### src/rtl/hs_pkg.sv
package hs_pkg;
  localparam int HS_DEF_NUM_SAVE = 4;
  localparam int HS_DEF_DATA_W   = 32;

  // Position of the done flag and its acknowledge relative to the request field
  function automatic int hs_done_pos(input int num_save);
    return num_save;
  endfunction

  function automatic int hs_ack_pos(input int num_save);
    return num_save + 1;
  endfunction
endpackage

### src/rtl/hs_save_bank.sv
module hs_save_bank #(
  parameter int NUM_SAVE = 4
) (
  input  logic                clk,
  input  logic                rst,
  input  logic                wr_accept,
  input  logic [NUM_SAVE-1:0] wr_set,
  input  logic [NUM_SAVE-1:0] save_done,
  output logic [NUM_SAVE-1:0] pending
);
  for (genvar g = 0; g < NUM_SAVE; g++) begin : g_req
    logic req_q;

    always_ff @(posedge clk) begin
      if (rst)                         req_q <= 1'b0;
      else if (save_done[g])           req_q <= 1'b0;
      else if (wr_accept && wr_set[g]) req_q <= 1'b1;
    end

    assign pending[g] = req_q;

    // a completion pulse always leaves the bit cleared
    assert_clear_wins_R4: assert property (@(posedge clk) disable iff (rst)
      save_done[g] |=> !pending[g]);

    // without a completion pulse a pending bit stays pending
    assert_no_sw_clear_R3: assert property (@(posedge clk) disable iff (rst)
      (pending[g] && !save_done[g]) |=> pending[g]);
  end
endmodule

### src/rtl/hs_cfg_lock.sv
module hs_cfg_lock (
  input  logic clk,
  input  logic rst,
  input  logic wr_en,
  input  logic wr_done_bit,
  input  logic ack_in,
  output logic wr_accept,
  output logic cfg_done,
  output logic ack_q,
  output logic locked
);
  logic done_q;
  logic lock_q;

  assign wr_accept = wr_en && !lock_q;

  always_ff @(posedge clk) begin
    if (rst) begin
      done_q <= 1'b0;
      ack_q  <= 1'b0;
      lock_q <= 1'b0;
    end else begin
      ack_q <= ack_in;
      if (wr_accept)
        done_q <= wr_done_bit;
      if (ack_in && done_q)
        lock_q <= 1'b1;
    end
  end

  assign cfg_done = done_q;
  assign locked   = lock_q;

  // the lock never releases without reset
  assert_lock_sticky_R7: assert property (@(posedge clk) disable iff (rst)
    locked |=> locked);

  // the lock engages only after acknowledge with the done flag set
  assert_lock_cause_R7: assert property (@(posedge clk) disable iff (rst)
    $rose(locked) |-> ($past(ack_in) && $past(cfg_done)));

  // the done flag is frozen while locked
  assert_frozen_done_R8: assert property (@(posedge clk) disable iff (rst)
    locked |=> $stable(cfg_done));
endmodule

### src/rtl/fw_hw_handshake_reg.sv
module fw_hw_handshake_reg
  import hs_pkg::*;
#(
  parameter int NUM_SAVE = HS_DEF_NUM_SAVE,
  parameter int DATA_W   = HS_DEF_DATA_W
) (
  input  logic                clk,
  input  logic                rst,
  input  logic                wr_en,
  input  logic [DATA_W-1:0]   wr_data,
  output logic [DATA_W-1:0]   rd_data,
  output logic [NUM_SAVE-1:0] save_pending,
  input  logic [NUM_SAVE-1:0] save_done,
  output logic                cfg_done,
  input  logic                cfg_ack_in,
  output logic                locked
);
  localparam int DONE_POS = hs_done_pos(NUM_SAVE);
  localparam int ACK_POS  = hs_ack_pos(NUM_SAVE);
  localparam int RSV_W    = DATA_W - ACK_POS - 1;

  logic wr_accept;
  logic ack_q;
  logic unused_rsv;

  assign unused_rsv = ^wr_data[DATA_W-1:ACK_POS];

  hs_cfg_lock u_lock (
    .clk        (clk),
    .rst        (rst),
    .wr_en      (wr_en),
    .wr_done_bit(wr_data[DONE_POS]),
    .ack_in     (cfg_ack_in),
    .wr_accept  (wr_accept),
    .cfg_done   (cfg_done),
    .ack_q      (ack_q),
    .locked     (locked)
  );

  hs_save_bank #(.NUM_SAVE(NUM_SAVE)) u_bank (
    .clk      (clk),
    .rst      (rst),
    .wr_accept(wr_accept),
    .wr_set   (wr_data[NUM_SAVE-1:0]),
    .save_done(save_done),
    .pending  (save_pending)
  );

  assign rd_data = {{RSV_W{1'b0}}, ack_q, cfg_done, save_pending};

  // no request bit rises while the register is locked
  assert_locked_no_set_R8: assert property (@(posedge clk) disable iff (rst)
    locked |=> ((save_pending & ~$past(save_pending)) == '0));
endmodule

### config.mk
export PLATFORM = sky130hd
export DESIGN_NAME = fw_hw_handshake_reg
export DESIGN_NICKNAME = d
export VERILOG_FILES = /design/src/rtl/hs_pkg.sv /design/src/rtl/hs_save_bank.sv /design/src/rtl/hs_cfg_lock.sv /design/src/rtl/fw_hw_handshake_reg.sv
export SDC_FILE = /design/constraint.sdc
export NUM_CORES = 1
export LEC_CHECK = 0
export BUFFER_PORTS_ARGS = -buffer_cell sky130_fd_sc_hd__buf_2
export CORE_MARGIN = 2
export CORE_UTILIZATION = 30
export DETAILED_ROUTE_END_ITERATION = 7
export GPL_TIMING_DRIVEN = 0
export PLACE_DENSITY = 0.94
export SLEW_MARGIN = 40
export SYNTH_ARGS = -nofsm -noshare
export SYNTH_HDL_FRONTEND = slang
export SYNTH_HIERARCHICAL = 1
export SYNTH_SLANG_ARGS = --single-unit
export TNS_END_PERCENT = 10
### constraint.sdc
create_clock -name clk -period 1.77 [get_ports clk]
set_input_delay 0.2655 -clock clk [delete_from_list [all_inputs] [get_ports clk]]
set_output_delay 0.2655 -clock clk [all_outputs]
set_load 0.03 [all_outputs]
==> results of run 1 <==
-- layer usage --
metal  vias to the layer above  global-route usage  routed length [µm]
li1                        234                   -                   -
met1                       180              0.0588                 263
met2                        18               0.200                 646
met3                         0              0.0480                 105
met4                         0              0.0529                   0
met5                         -                   0                   0
-- flip-flops by register name, indices dropped and copies added, names as in the netlist --
name	flops
u_bank/g_req.req_q	4
u_lock/ack_q	1
u_lock/cfg_done	1
u_lock/locked	1
-- synthesized netlist by cell type (all sizes together) --
library cell | number | share of area
nor2b | 1 | 0.017
a21oi | 5 | 0.049
o21ai | 1 | 0.017
conb | 1 | 0.0074
dfxtp | 7 | 0.28
nor2 | 1 | 0.0074
nor3 | 4 | 0.040
nand4bb | 1 | 0.022
buf | 36 | 0.53
and2b | 1 | 0.015
or2b | 1 | 0.015
-- through the flow --
stage	power (mW)	setup slack [ps]	cell area (µm²)	utilization	std cells
3_3_place_gp	0.366	808	741	0.481	124
2_1_floorplan	0.339	775	601	-	84
6_report	0.511	539	768	0.498	128
5_1_grt	0.535	499	768	0.498	128
3_5_place_dp	0.368	805	741	0.481	124
4_1_cts	0.514	524	768	0.498	128
-- worst max path at each step --
stage,from,endpoint,slack (ps),cells past startpoint
global route,u_bank/g_req[3].req_q,rd_data[3],500,3
global placement,u_bank/g_req[0].req_q,rd_data[0],810,3
floorplan,u_lock/cfg_done,rd_data[4],770,1
finish,u_bank/g_req[0].req_q,rd_data[0],540,3
CTS,u_bank/g_req[0].req_q,rd_data[0],520,3
detailed placement,u_bank/g_req[1].req_q,rd_data[1],800,3
-- layout make-up --
type | count | share of cell area
sequential | 7 | 0.182
tap | 16 | 0.0261
buffer | 36 | 0.352
multi-input combinational | 41 | 0.248
clock inverter | 1 | 0.00651
clock buffer | 3 | 0.0293
timing repair buffer | 24 | 0.156
-- critical path: stages (launching register included) --
cell	delay (ps)
dfxtp_1	310
buf_4	130
buf_4	110
buf_2	160
-- layout by cell type (no fill, tap or decap) --
master,Yosys,final
clkinv_2,0,1
nand4bb_1,1,1
a21oi_1,5,5
dfxtp_1,7,7
nor3_1,4,4
clkbuf_4,0,3
o21ai_2,1,1
nor2b_2,1,1
buf_2,0,24
and2b_1,1,1
buf_4,36,36
or2b_1,1,1
nor2_1,1,1
conb_1,1,26
-- logic make-up (layout without fill, tap and decap cells) --
kind of cell    count (synthesis)  in the layout  share of synthesized area
buf+inv                        36             64                      0.533
simple gates                    9              9                      0.116
flops                           7              7                      0.277
compound gates                  6              6                     0.0667
other cells                     1             26                    0.00740
-- where the power goes --
part           leakage [nW]  internal [mW]  total, mW  switching [mW]
logic                 0.417         0.0740      0.199           0.125
registers            0.0573          0.165      0.169         0.00418
clock network        0.0177         0.0826      0.143          0.0607
==> run_results.csv, run 1 <==
group,metric,value,unit
status,status,"finished clean",
synth,synthesis.area,507,µm²
min_path,hold_path.startpoint,"save_done[0]",
clock_network,cts_tree,"built",
flow_run,cap_violations,0,
pwr,peakVddDrop,348,µV
die,die-height,45.1,µm
clock_network,cts_resized,0,
cells_and_area,seq_area,140,µm²
die,core_area,0.00154,mm²
global_route,grt_pass1_vias,335,
min_path,whs_path_depth,2,
cells_and_area,drive_gt1_frac,0.589,
sta,fin_hold_ws,170,ps
cells_and_area,num-fill-cells,158,
drt,drt_iter0_markers,0,
cells_and_area,multi_input_area,190,µm²
global_route,gr-total-overflow,0,
die,initial_core_util,0.329,
synth,synth_cells,59,
sta,fin_worst_skew,6.57,ps
clock_network,htree_levels,1,
drt,drc_errors,0,
sta,setup-violations-final,0,
clock_network,post-cts-setup-buffers,0,
cells_and_area,antenna_cells,0,
sta,fin_crit_sh,0.695,
sta,period_needed,1230,ps
placed_design,io_buffers,24,
drt,vias_per_cell,3.38,
global_route,grt_max_degree,9,
die,dieArea,0.00203,mm²
drt,ant_nets,0,
synth,ys_seq_area_frac,0.277,
drt,dr.pass1.iters,1,
critical_path,crit_path_max_fanout,2,
pwr,power_density,666,mW/mm²
critical_path,rr_endpoint,"u_bank/g_req[1].req_q",
die,io_pins,78,
global_route,track_usage,0.0948,
drt,num_vias,432,
synth,yosysUniqueCellTypes,11,
placed_design,gp_congestion,0.571,
sta,finalMaxSlewViolations,0,
clock_network,clockRootBuffer,"clkbuf_4",
pwr,leakagePower,0.492,nW
min_path,hold_class,"input port to flop",
sta,fin_tns_setup,0,ps
clock_network,clock_latency,250,ps
drt,routedWlPerCell,7.93,µm
critical_path,crit_arrival,970,ps
critical_path,worstSetupPathType,"flop to output pin",
clock_network,clockBufferDepth,2,
global_route,antenna_found_initial,0,
critical_path,regToRegStartpoint,"u_lock/locked",
cells_and_area,area_growth,51.6,%
synth,synth_area_per_cell,8.59,µm²
synth,synth-seq-cells,7,
die,row_count,14,
drt,drt_wl_total,1.02,mm
sta,rsz0062_at_grt,"false",
critical_path,required,1500,ps
sta,fmax,813,MHz
global_route,grt_pass1_wl,1.28,mm
min_path,min_to,"u_bank/g_req[0].req_q",
clock_network,cts.sinks,7,
cells_and_area,nets,153,
critical_path,critPathLaunchType,"flop",
clock_network,cts_buffers,3,
die,die_width,45.1,µm
critical_path,end_kind,"output pin",
sta,finalHoldViolations,0,
synth,yosysWarnings,6,
critical_path,reg2reg_slack,870,ps
critical_path,ff2ff_path_depth,3,
clock_network,cts.clk_slew.worst_paths,60,ps
clock_network,ctsHoldBuffers,0,
No activity file was read; power rests on OpenSTA's default activity.
==> run 2, diff against run 1 <==
--- a/config.mk
+++ b/config.mk
@@ -7,10 +7,10 @@
 export LEC_CHECK = 0
 export BUFFER_PORTS_ARGS = -buffer_cell sky130_fd_sc_hd__buf_2
 export CORE_MARGIN = 2
-export CORE_UTILIZATION = 30
+export CORE_UTILIZATION = 25
 export DETAILED_ROUTE_END_ITERATION = 7
 export GPL_TIMING_DRIVEN = 0
-export PLACE_DENSITY = 0.94
+export PLACE_DENSITY = 0.85
 export SLEW_MARGIN = 40
 export SYNTH_ARGS = -nofsm -noshare
 export SYNTH_HDL_FRONTEND = slang
==> constraint.sdc (replaced) <==
create_clock -name clk -period 1.09 [get_ports clk]
set_input_delay 0.1635 -clock clk [delete_from_list [all_inputs] [get_ports clk]]
set_output_delay 0.1635 -clock clk [all_outputs]
set_load 0.03 [all_outputs]
==> run 2 against run 1 <==
  * Clock power increased by 57%
  * Worst hold slack got worse by 99 ps
  * Flip-flop and latch count unchanged
  * Clock skew decreased by 4.2 ps
  * Via count decreased by 0.23%
  * First-iteration DRC count increased by 1
  * Wire length decreased by 1.2%
==> run_results.csv, run 2 (synthesis gave the netlist of run 1 again) <==
group,metric,value,unit
clock_network,ctsHoldBuffers,0,
cells_and_area,drive_gt1_frac,0.613,
cells_and_area,area_growth,63.5,%
critical_path,crit_path_max_fanout,2,
flow_run,cap_violations,0,
cells_and_area,num-fill-cells,210,
min_path,whs_path_depth,2,
sta,finalHoldViolations,0,
clock_network,cts.clk_slew.worst_paths,50,ps
critical_path,path_cells,"buf_6 > buf_6 > buf_6",
global_route,grt_max_degree,9,
placed_design,io_buffers,24,
clock_network,clock_latency,240,ps
drt,ant_nets,0,
critical_path,max_stage_delay,330,ps
critical_path,ff2ff_path_depth,3,
clock_network,cts_tree,"built",
critical_path,critPathLaunchType,"flop",
pwr,peakVddDrop,301,µV
die,core_area,0.00194,mm²
critical_path,crit_arrival,900,ps
drt,num_vias,431,
critical_path,cpMaxStageDelayCell,"dfxtp_2",
global_route,antenna_found_initial,0,
sta,fmax,938,MHz
sta,setup-violations-final,0,
global_route,grt_pass1_wl,1.50,mm
clock_network,clockBufferDepth,2,
drt,routedWlPerCell,7.27,µm
critical_path,worstSetupPathType,"flop to output pin",
clock_network,cts_buffers,3,
die,io_pins,78,
critical_path,reg2reg_slack,150,ps
critical_path,critPathBufInv,3,
die,row_count,16,
die,initial_core_util,0.261,
die,die-height,49.0,µm
drt,dr.pass1.iters,2,
cells_and_area,largest_reg_flops,4,
sta,period_needed,1070,ps
critical_path,required,930,ps
global_route,grt_pass1_vias,371,
critical_path,regToRegStartpoint,"u_lock/locked",
min_path,hold_path.startpoint,"save_done[1]",
sta,fin_worst_skew,2.32,ps
placed_design,dp_hpwl,905,µm
clock_network,htree_levels,1,
cells_and_area,final_util,0.427,
min_path,hold_class,"input port to flop",
drt,drt_iter0_markers,1,
pwr,power_density,1010,mW/mm²
die,dieArea,0.00240,mm²
cells_and_area,final_cell_mix,"buf_4, conb_1, buf_2",
placed_design,dp.cells,135,
drt,vias_per_cell,3.12,
min_path,min_to,"u_bank/g_req[1].req_q",
global_route,track_usage,0.0839,
placed_design,gp_congestion,0.713,
pwr,leakagePower,0.494,nW
drt,drc_errors,0,
critical_path,crit_family,"flip-flops",
sta,fin_crit_sh,0.978,
cells_and_area,antenna_cells,0,
cells_and_area,final_cells,138,
sta,finalMaxSlewViolations,0,
cells_and_area,nets,152,
drt,drt_wl_total,1.00,mm
critical_path,crit_path_frequent_cell,"buf_6",
status,status,"finished clean",
die,die_width,49.0,µm
critical_path,end_kind,"output pin",
sta,fin_hold_ws,70.6,ps
cells_and_area,final_common_cell,"buf_4",
global_route,gr-total-overflow,0,
cells_and_area,largest-register,"u_bank/g_req.req_q",
critical_path,rr_endpoint,"u_bank/g_req[2].req_q",
clock_network,clockRootBuffer,"clkbuf_4",
clock_network,cts.sinks,7,
-- run 2: changes by cell type in the layout (fill, tap and decap cells not counted), sizes merged --
cell / before / now
clkbuf: 3 / 4
clkinv: 1 / 0
buf: 60 / 59
-- run 2: repair_timing --
action,CTS,global route
setup endpoints to repair,4,5
pin swaps,0,0
setup buffers,0,0
resized for setup,8,11
-- run 2: area by class of cell --
type                            instances  area, µm²  share of cell area
Sequential cell                         7        145               0.175
Tap cell                               27       33.8              0.0408
Clock buffer                            4       26.3              0.0317
Timing Repair Buffer                   24        148               0.178
Buffer                                 35        285               0.344
Multi-Input combinational cell         41        190               0.230
-- run 2: power by group --
group	internal (mW)	total, mW	switching (mW)	leakage, nW
logic	0.131	0.334	0.203	0.420
registers	0.269	0.277	0.00837	0.0591
clock network	0.139	0.225	0.0856	0.0150
total	0.539	0.836	0.297	0.494
-- run 2: worst max path at each step --
stage               cells past startpoint                   from  slack [ps]                     to
detailed placement                      3          u_lock/locked         180  u_bank/g_req[2].req_q
floorplan                               3          u_lock/locked         140  u_bank/g_req[0].req_q
global route                            3  u_bank/g_req[3].req_q          -1             rd_data[3]
global placement                        3  u_bank/g_req[1].req_q         230             rd_data[1]
finish                                  3  u_bank/g_req[3].req_q          20             rd_data[3]
CTS                                     3  u_bank/g_req[2].req_q          -8             rd_data[2]
-- run 2: worst reg2reg max path, delay by kind of cell, from the launching register on --
family           cells  cell delay [ps]
AO/OA/AOI/OAI        1              110
flip-flops           1              330
AND/OR/NAND/NOR      2              410
-- run 2: layer usage --
layer | vias up | track usage | part of all wire
met5 | - | 0 | 0
met2 | 23 | 0.169 | 0.58
met3 | 4 | 0.0276 | 0.077
met4 | 0 | 0.0762 | 0.035
met1 | 168 | 0.0581 | 0.31
li1 | 236 | - | -
-- run 2: per-stage QoR --
step | TNS [ps] | setup WS [ps] | cell area (µm²) | total power, mW
global route | -1.27 | -1.27 | 828 | 0.885
detailed placement | 0 | 181 | 754 | 0.598
finish | 0 | 24.3 | 828 | 0.836
floorplan | 0 | 144 | 601 | 0.550
global placement | 0 | 230 | 754 | 0.596
CTS | -14.5 | -8.41 | 806 | 0.834
